`src/rtl/sc_core_pkg.sv`:
```
package sc_core_pkg;

  localparam int INSTR_W = 32;
  localparam int IDX_W   = 5;
  localparam int IMM_W   = 16;
  localparam int JTGT_W  = 26;

  typedef enum logic [5:0] {
    OP_RTYPE = 6'd0,
    OP_J     = 6'd2,
    OP_JAL   = 6'd3,
    OP_BEQ   = 6'd4,
    OP_BNE   = 6'd5,
    OP_ADDI  = 6'd8,
    OP_SLTI  = 6'd10,
    OP_ANDI  = 6'd12,
    OP_ORI   = 6'd13,
    OP_LUI   = 6'd15,
    OP_LB    = 6'd32,
    OP_LW    = 6'd35,
    OP_SB    = 6'd40,
    OP_SW    = 6'd43
  } opcode_e;

  typedef enum logic [5:0] {
    FN_JR  = 6'd8,
    FN_ADD = 6'd32,
    FN_SUB = 6'd34,
    FN_SLT = 6'd42
  } funct_e;

  typedef enum logic [2:0] {
    ALU_ADD,
    ALU_SUB,
    ALU_SLT,
    ALU_AND,
    ALU_OR,
    ALU_HIGH
  } alu_op_e;

  typedef enum logic [1:0] {
    WB_ALU,
    WB_MEM,
    WB_LINK
  } wb_sel_e;

  typedef enum logic [1:0] {
    DST_RD,
    DST_RT,
    DST_LINK
  } dst_sel_e;

  typedef struct packed {
    logic     reg_we;
    dst_sel_e dst_sel;
    wb_sel_e  wb_sel;
    alu_op_e  alu_op;
    logic     use_imm;
    logic     zext_imm;
    logic     mem_wr;
    logic     mem_byte;
    logic     br_eq;
    logic     br_ne;
    logic     jump;
    logic     jump_reg;
  } ctrl_t;

endpackage

```
`src/rtl/sc_decode.sv`:
```
module sc_decode
  import sc_core_pkg::*;
#(
  parameter int DATA_W = 32
) (
  input  logic [INSTR_W-1:0] instr,
  output ctrl_t              ctrl,
  output logic [IDX_W-1:0]   rs_idx,
  output logic [IDX_W-1:0]   rt_idx,
  output logic [IDX_W-1:0]   rd_idx,
  output logic [DATA_W-1:0]  imm_ext,
  output logic [JTGT_W-1:0]  jtarget
);

  logic [5:0]       opc;
  logic [5:0]       fn;
  logic [IMM_W-1:0] imm;

  assign opc     = instr[31:26];
  assign fn      = instr[5:0];
  assign imm     = instr[IMM_W-1:0];
  assign rs_idx  = instr[25:21];
  assign rt_idx  = instr[20:16];
  assign rd_idx  = instr[15:11];
  assign jtarget = instr[JTGT_W-1:0];

  always_comb begin
    ctrl          = '0;
    ctrl.dst_sel  = DST_RT;
    ctrl.wb_sel   = WB_ALU;
    ctrl.alu_op   = ALU_ADD;
    case (opc)
      OP_RTYPE: begin
        ctrl.dst_sel = DST_RD;
        case (fn)
          FN_ADD: begin ctrl.reg_we = 1'b1; ctrl.alu_op = ALU_ADD; end
          FN_SUB: begin ctrl.reg_we = 1'b1; ctrl.alu_op = ALU_SUB; end
          FN_SLT: begin ctrl.reg_we = 1'b1; ctrl.alu_op = ALU_SLT; end
          FN_JR:  ctrl.jump_reg = 1'b1;
          default: ;
        endcase
      end
      OP_ADDI: begin ctrl.reg_we = 1'b1; ctrl.use_imm = 1'b1; end
      OP_SLTI: begin ctrl.reg_we = 1'b1; ctrl.use_imm = 1'b1; ctrl.alu_op = ALU_SLT; end
      OP_ANDI: begin
        ctrl.reg_we = 1'b1; ctrl.use_imm = 1'b1; ctrl.zext_imm = 1'b1; ctrl.alu_op = ALU_AND;
      end
      OP_ORI: begin
        ctrl.reg_we = 1'b1; ctrl.use_imm = 1'b1; ctrl.zext_imm = 1'b1; ctrl.alu_op = ALU_OR;
      end
      OP_LUI: begin ctrl.reg_we = 1'b1; ctrl.use_imm = 1'b1; ctrl.alu_op = ALU_HIGH; end
      OP_LW: begin ctrl.reg_we = 1'b1; ctrl.use_imm = 1'b1; ctrl.wb_sel = WB_MEM; end
      OP_LB: begin
        ctrl.reg_we = 1'b1; ctrl.use_imm = 1'b1; ctrl.wb_sel = WB_MEM; ctrl.mem_byte = 1'b1;
      end
      OP_SW: begin ctrl.use_imm = 1'b1; ctrl.mem_wr = 1'b1; end
      OP_SB: begin ctrl.use_imm = 1'b1; ctrl.mem_wr = 1'b1; ctrl.mem_byte = 1'b1; end
      OP_BEQ: begin ctrl.alu_op = ALU_SUB; ctrl.br_eq = 1'b1; end
      OP_BNE: begin ctrl.alu_op = ALU_SUB; ctrl.br_ne = 1'b1; end
      OP_J:   ctrl.jump = 1'b1;
      OP_JAL: begin
        ctrl.jump = 1'b1; ctrl.reg_we = 1'b1; ctrl.dst_sel = DST_LINK; ctrl.wb_sel = WB_LINK;
      end
      default: ;
    endcase
  end

  always_comb begin
    if (ctrl.zext_imm) imm_ext = {{(DATA_W-IMM_W){1'b0}}, imm};
    else               imm_ext = {{(DATA_W-IMM_W){imm[IMM_W-1]}}, imm};
  end

endmodule

```
`src/rtl/sc_regfile.sv`:
```
module sc_regfile #(
  parameter int DATA_W = 32,
  parameter int NREGS  = 32,
  localparam int AW    = $clog2(NREGS)
) (
  input  logic              clk,
  input  logic              we,
  input  logic [AW-1:0]     waddr,
  input  logic [DATA_W-1:0] wdata,
  input  logic [AW-1:0]     raddr_a,
  output logic [DATA_W-1:0] rdata_a,
  input  logic [AW-1:0]     raddr_b,
  output logic [DATA_W-1:0] rdata_b
);

  logic [DATA_W-1:0] entry [NREGS];

  assign entry[0] = '0;

  for (genvar gi = 1; gi < NREGS; gi++) begin : g_entry
    logic              en;
    logic [DATA_W-1:0] q;
    assign en = we && (waddr == AW'(gi));
    always_ff @(posedge clk) begin
      if (en) q <= wdata;
    end
    assign entry[gi] = q;
  end

  assign rdata_a = entry[raddr_a];
  assign rdata_b = entry[raddr_b];

endmodule

```
`src/rtl/sc_alu.sv`:
```
module sc_alu
  import sc_core_pkg::*;
#(
  parameter int DATA_W = 32,
  localparam int HALF  = DATA_W / 2
) (
  input  alu_op_e           op,
  input  logic [DATA_W-1:0] a,
  input  logic [DATA_W-1:0] b,
  output logic [DATA_W-1:0] y,
  output logic              zero
);

  always_comb begin
    case (op)
      ALU_ADD:  y = a + b;
      ALU_SUB:  y = a - b;
      ALU_SLT:  y = {{(DATA_W-1){1'b0}}, ($signed(a) < $signed(b))};
      ALU_AND:  y = a & b;
      ALU_OR:   y = a | b;
      ALU_HIGH: y = {b[HALF-1:0], {HALF{1'b0}}};
      default:  y = '0;
    endcase
  end

  assign zero = (y == '0);

endmodule

```
`src/rtl/sc_lsu.sv`:
```
module sc_lsu #(
  parameter int DATA_W  = 32,
  localparam int BYTES  = DATA_W / 8,
  localparam int LANE_W = $clog2(BYTES)
) (
  input  logic              byte_op,
  input  logic [LANE_W-1:0] lane,
  input  logic [DATA_W-1:0] store_val,
  input  logic [DATA_W-1:0] load_word,
  output logic [BYTES-1:0]  be,
  output logic [DATA_W-1:0] wdata,
  output logic [DATA_W-1:0] load_val
);

  logic [7:0] lane_bytes [BYTES];
  logic [7:0] picked;

  for (genvar gl = 0; gl < BYTES; gl++) begin : g_lane
    assign lane_bytes[gl] = load_word[gl*8 +: 8];
  end

  assign picked = lane_bytes[lane];

  always_comb begin
    if (byte_op) begin
      be       = BYTES'(1) << lane;
      wdata    = {BYTES{store_val[7:0]}};
      load_val = {{(DATA_W-8){picked[7]}}, picked};
    end else begin
      be       = '1;
      wdata    = store_val;
      load_val = load_word;
    end
  end

endmodule

```
`src/rtl/sc_int_core.sv`:
```
module sc_int_core
  import sc_core_pkg::*;
#(
  parameter int DATA_W = 32,
  parameter int NREGS  = 32,
  localparam int BYTES  = DATA_W / 8,
  localparam int LANE_W = $clog2(BYTES),
  localparam int AW     = $clog2(NREGS)
) (
  input  logic              clk,
  input  logic              rst_n,
  output logic [DATA_W-1:0] imem_addr,
  input  logic [INSTR_W-1:0] imem_rdata,
  output logic [DATA_W-1:0] dmem_addr,
  output logic [DATA_W-1:0] dmem_wdata,
  output logic [BYTES-1:0]  dmem_be,
  output logic              dmem_we,
  input  logic [DATA_W-1:0] dmem_rdata
);

  ctrl_t             ctrl;
  logic [AW-1:0]     rs_idx, rt_idx, rd_idx, wr_idx;
  logic [DATA_W-1:0] imm_ext;
  logic [JTGT_W-1:0] jtarget;
  logic [DATA_W-1:0] rs_val, rt_val, alu_b, alu_y, load_val, wb_data;
  logic              alu_zero, wr_en, br_taken;
  logic [DATA_W-1:0] pc_q, pc_d, pc_plus4, br_target, j_target;
  logic              pc_en;

  sc_decode #(.DATA_W(DATA_W)) u_dec (
    .instr   (imem_rdata),
    .ctrl    (ctrl),
    .rs_idx  (rs_idx),
    .rt_idx  (rt_idx),
    .rd_idx  (rd_idx),
    .imm_ext (imm_ext),
    .jtarget (jtarget)
  );

  always_comb begin
    case (ctrl.dst_sel)
      DST_RD:   wr_idx = rd_idx;
      DST_LINK: wr_idx = AW'(NREGS - 1);
      default:  wr_idx = rt_idx;
    endcase
  end

  assign wr_en = ctrl.reg_we & rst_n;

  sc_regfile #(.DATA_W(DATA_W), .NREGS(NREGS)) u_rf (
    .clk     (clk),
    .we      (wr_en),
    .waddr   (wr_idx),
    .wdata   (wb_data),
    .raddr_a (rs_idx),
    .rdata_a (rs_val),
    .raddr_b (rt_idx),
    .rdata_b (rt_val)
  );

  assign alu_b = ctrl.use_imm ? imm_ext : rt_val;

  sc_alu #(.DATA_W(DATA_W)) u_alu (
    .op   (ctrl.alu_op),
    .a    (rs_val),
    .b    (alu_b),
    .y    (alu_y),
    .zero (alu_zero)
  );

  sc_lsu #(.DATA_W(DATA_W)) u_lsu (
    .byte_op   (ctrl.mem_byte),
    .lane      (alu_y[LANE_W-1:0]),
    .store_val (rt_val),
    .load_word (dmem_rdata),
    .be        (dmem_be),
    .wdata     (dmem_wdata),
    .load_val  (load_val)
  );

  assign dmem_addr = alu_y;
  assign dmem_we   = ctrl.mem_wr & rst_n;

  always_comb begin
    case (ctrl.wb_sel)
      WB_MEM:  wb_data = load_val;
      WB_LINK: wb_data = pc_plus4;
      default: wb_data = alu_y;
    endcase
  end

  // next-state logic for the program counter
  assign pc_plus4  = pc_q + DATA_W'(4);
  assign br_target = pc_plus4 + {imm_ext[DATA_W-3:0], 2'b00};
  assign j_target  = {pc_plus4[DATA_W-1:JTGT_W+2], jtarget, 2'b00};
  assign br_taken  = (ctrl.br_eq & alu_zero) | (ctrl.br_ne & ~alu_zero);
  assign pc_en     = 1'b1;

  always_comb begin
    if (ctrl.jump_reg)  pc_d = rs_val;
    else if (ctrl.jump) pc_d = j_target;
    else if (br_taken)  pc_d = br_target;
    else                pc_d = pc_plus4;
  end

  always_ff @(posedge clk or negedge rst_n) begin
    if (!rst_n)     pc_q <= '0;
    else if (pc_en) pc_q <= pc_d;
  end

  assign imem_addr = pc_q;

  // first fetch after reset release comes from address zero
  a_r1_start_at_zero: assert property (@(posedge clk) disable iff (!rst_n)
    $rose(rst_n) |-> imem_addr == '0);

  // register zero presents zero to the datapath
  a_r2_zero_reg: assert property (@(posedge clk) disable iff (!rst_n)
    (imem_rdata[25:21] == 5'd0) |-> rs_val == '0);

  // a subtraction result added back to its subtrahend gives the minuend
  a_r3_sub_inverse: assert property (@(posedge clk) disable iff (!rst_n)
    (imem_rdata[31:26] == 6'd0 && imem_rdata[5:0] == 6'd34) |-> (wb_data + rt_val) == rs_val);

  // the upper-immediate load leaves the low half clear
  a_r5_lui_low_clear: assert property (@(posedge clk) disable iff (!rst_n)
    (imem_rdata[31:26] == 6'd15) |-> (wr_en && wb_data[15:0] == 16'h0));

  // a byte store enables exactly the lane its address selects
  a_r7_byte_lane: assert property (@(posedge clk) disable iff (!rst_n)
    (dmem_we && imem_rdata[31:26] == 6'd40) |->
      ($countones(dmem_be) == 1 && dmem_be[dmem_addr[LANE_W-1:0]]));

  // jump-and-link writes the following address to the last register
  a_r9_link_value: assert property (@(posedge clk) disable iff (!rst_n)
    (imem_rdata[31:26] == 6'd3) |-> (wr_en && wr_idx == AW'(NREGS - 1) && wb_data == imem_addr + DATA_W'(4)));

  // only the two store opcodes may strobe data memory
  a_r10_store_only: assert property (@(posedge clk) disable iff (!rst_n)
    dmem_we |-> (imem_rdata[31:26] == 6'd43 || imem_rdata[31:26] == 6'd40));

  // non-control instructions step the PC by one word
  a_r11_sequential: assert property (@(posedge clk) disable iff (!rst_n)
    !(imem_rdata[31:26] inside {6'd2, 6'd3, 6'd4, 6'd5} ||
      (imem_rdata[31:26] == 6'd0 && imem_rdata[5:0] == 6'd8))
    |=> imem_addr == $past(imem_addr) + DATA_W'(4));

endmodule

```
`config.mk`:
```
export PLATFORM = sky130hd
export DESIGN_NAME = sc_int_core
export DESIGN_NICKNAME = d
export VERILOG_FILES = /design/src/rtl/sc_core_pkg.sv /design/src/rtl/sc_decode.sv /design/src/rtl/sc_regfile.sv /design/src/rtl/sc_alu.sv /design/src/rtl/sc_lsu.sv /design/src/rtl/sc_int_core.sv
export SDC_FILE = /design/constraint.sdc
export NUM_CORES = 2
export LEC_CHECK = 0
export BUFFER_PORTS_ARGS = -buffer_cell sky130_fd_sc_hd__buf_4
export CORE_MARGIN = 4
export CORE_UTILIZATION = 58
export CTS_CLUSTER_SIZE = 30
export DETAILED_ROUTE_END_ITERATION = 7
export GPL_TIMING_DRIVEN = 0
export PLACE_DENSITY = 0.75
export SLEW_MARGIN = 20
export SYNTH_ARGS = -nofsm -noshare
export SYNTH_HDL_FRONTEND = slang
export SYNTH_SLANG_ARGS = --single-unit
```
`constraint.sdc`:
```
create_clock -name clk -period 14.8 [get_ports clk]
set_input_delay 1.48 -clock clk [delete_from_list [all_inputs] [get_ports clk]]
set_output_delay 1.48 -clock clk [all_outputs]
set_load 0.03 [all_outputs]
```
==> run_results.csv <==
group,metric,value,unit
setup_path,crit_path_max_incr_delay,930,ps
timing,skew,47.5,ps
synth,netlist_area,56400,um^2
clock_network,clock_latency,740,ps
clock_network,clockRootBuffer,"clkbuf_16",
final_layout,drive_above_1_share,29.7,%
setup_path,arrival,12060,ps
clock_network,clockBufferDepth,3,
clock_network,h-tree-depth,3,
synth,async_reset_ff_share,3.13,%
detailed_routing,drc,7,
clock_network,cts_buffers,102,
global_route,met3_usage,23.0,%
setup_path,worst-setup-path-type,"input port to primary output",
final_layout,area_growth,16.8,%
placement,place.gp.congestion,1.03,
synth,ys_seq_area_share,54.2,%
detailed_routing,routed_wl,249000,um
setup_path,crit_slowest_cell,"buf_1",
clock_network,path_clk_slew,60,ps
synth,synth_common_cells,"edfxtp_1 (992), mux4_2 (527), nor2_1 (204), clkbuf_1 (182), nand2_1 (178)",
synth,synth_top_area_cell,"edfxtp_1",
global_route,grt_util_met2,68.8,%
global_route,antenna_found_initial,9,
final_layout,fillers,6248,
synth,netlist_instances,3744,
detailed_routing,antenna_left,0,
die,fp.dieW,320,um
synth,synthTopCellsByArea,"edfxtp_1 (53%), mux4_2 (21%), ha_1 (2.9%)",
setup_path,cp-start-kind,"input port",
synth,ys_ff_latch,1024,
timing,tightestPinTransition,1390,ps
detailed_routing,vias,43600,
setup_path,worstPathRequired,13320,ps
synth,synth-main-ff-cell,"edfxtp_1",
global_route,grt_max_degree,35,
global_route,use_met1,56.0,%
timing,fmax,73.9,MHz
run,maxCapViolations,0,
setup_path,path_common_cell,"a21oi_1",
synth,syn_area_per_cell,15.1,um^2
die,die_area,102000,um^2
final_layout,fin_util,68.3,%
clock_network,postCtsSetupRepairBufs,0,
clock_network,cts_sinks,1024,
timing,hold_viol_final,0,
synth,post-synth-top-count-cell,"edfxtp_1",
placement,io_buffers,158,
global_route,overflow,0,
outcome,status,"complete, but fails checks",
detailed_routing,via_per_inst,7.97,
timing,grt_setup_unrepaired,"false",
die,fp.coreArea,96600,um^2
die,io_pins,167,
global_route,grt_pass1_vias,42200,
timing,layout_min_cycle_time,13540,ps
timing,finalSetupViolations,0,
timing,setup_slack,1260,ps
clock_network,cts-resized-gates,0,
synth,synth_edf_count,992,
placement,dp_slack,1170,ps
synth,synth.top_cell.area_share,52.8,%
synth,ys_types,86,
detailed_routing,dr.first_iter.drc_count,8855,
final_layout,final_nets,4311,
synth,synth_fp_nets,3943,
clock_network,cts_hold_buf,0,
timing,drv_slew,0,
clock_network,cts_tree,"yes",
power_and_ir_drop,leakagePower,22.5,nW
global_route,track_usage,48.4,%
die,start_util,58.5,%
synth,yosysWarnings,0,
setup_path,critPathMaxFanout,10,
timing,timing.final.crit_share,91.5,%
worst_hold_path,hp-class,"flip-flop to flip-flop",
global_route,grt_pass1_wl,338000,um
setup_path,critPathCaptureType,"primary output",
die,die_y,320,um
detailed_routing,avgRoutedWirePerCell,45.5,um
power_and_ir_drop,p_per_area,143,nW/um^2
outcome,violations,"DRC",
die,num_rows,114,
detailed_routing,first_pass_iters,8,
timing,slew_headroom,4.76,%
power_and_ir_drop,vdd_drop_max,166,uV
global_route,busiest_layer,"met2",
placement,hpwl,175000,um
==> power by group <==
part	internal, W	leakage [nW]	switching [W]	total (W)
sequential	0.00363	9.32	0.0000562	0.00369
clock	0.00155	1.66	0.00116	0.00271
combinational	0.000974	11.6	0.00204	0.00302
==> final timing paths <==
kind                                                   from                       end  slack, ps  depth (start not counted)
min in group asynchronous                             rst_n    imem_addr[3]$_DFF_PN0_        720                          1
setup / recovery                             imem_rdata[16]             dmem_addr[30]       1260                         29
setup reg to reg           u_rf.g_entry[30].q[14]$_DFFE_PP_    imem_addr[6]$_DFF_PN0_       5270                         23
max in group asynchronous                             rst_n   imem_addr[31]$_DFF_PN0_      13690                          1
hold reg to reg                    imem_addr[0]$_DFFE_PN0P_  imem_addr[0]$_DFFE_PN0P_        600                          2
hold / removal                     imem_addr[0]$_DFFE_PN0P_  imem_addr[0]$_DFFE_PN0P_        600                          2
==> cells by family after synthesis <==
kind of cell | after synthesis | share of synthesized area [%]
compound gates | 739 | 8.66
flops | 1024 | 54.2
simple gates | 651 | 5.43
xor+xnor | 81 | 1.26
fa+ha+maj | 133 | 2.99
mux | 728 | 24.8
buf+inv | 388 | 2.69
==> cell type report <==
| class | instances | area (um^2) | area share, % |
|---|---|---|---|
| antenna | 6 | 15.0 | 0.0228 |
| buffer | 256 | 1130 | 1.71 |
| inverter | 132 | 495 | 0.751 |
| clock inverter | 67 | 753 | 1.14 |
| multi-input combinational | 2332 | 25100 | 38.0 |
| sequential | 1024 | 30600 | 46.4 |
| tap | 1276 | 1600 | 2.42 |
| timing repair buffer | 264 | 3630 | 5.50 |
| clock buffer | 121 | 2670 | 4.04 |
==> critical path: cells and delay by family <==
kind | cells | cell delay (ps)
AOI/OAI and AO/OA | 10 | 3670
muxes | 2 | 560
buffers and inverters | 12 | 5100
and+or+nand+nor | 3 | 490
adders and majority gates | 2 | 710
==> registers in the layout, summed over array words and instances (netlist names) <==
signal,count
imem_addr,32
u_rf.g_entry.q,992
==> metrics by stage <==
step / hold WS (ps) / power, W / setup TNS, ps / instance area [um^2] / instances
global placement: 615 / 0.00638 / -67620 / 59200 / 5178
global route: 651 / 0.00962 / 0 / 65900 / 5472
floorplan: 697 / 0.00529 / 0 / 56400 / 3744
detailed placement: 597 / 0.00661 / 0 / 62500 / 5284
CTS: 613 / 0.00925 / 0 / 65900 / 5472
finish: 601 / 0.00942 / 0 / 65900 / 5478
==> per-layer routing <==
layer | part of all wire [%] | up-vias
met5 | 0.21 | -
met4 | 11 | 18
met3 | 17 | 1415
met2 | 42 | 4670
met1 | 30 | 21500
li1 | - | 16100
==> layout by cell type, fill, tap and decap left out, types with 53 or more instances in the layout <==
cell	count
clkbuf_2	53
xnor2_1	58
nor2_1	171
edfxtp_1	992
nand2_1	178
mux4_2	527
ha_1	130
clkbuf_16	104
mux2_2	88
o21ai_0	144
nand3_1	59
buf_16	58
mux2i_1	100
buf_4	161
inv_1	129
a21oi_1	166
clkbuf_1	153
No activity file was read; power rests on OpenSTA's default activity.
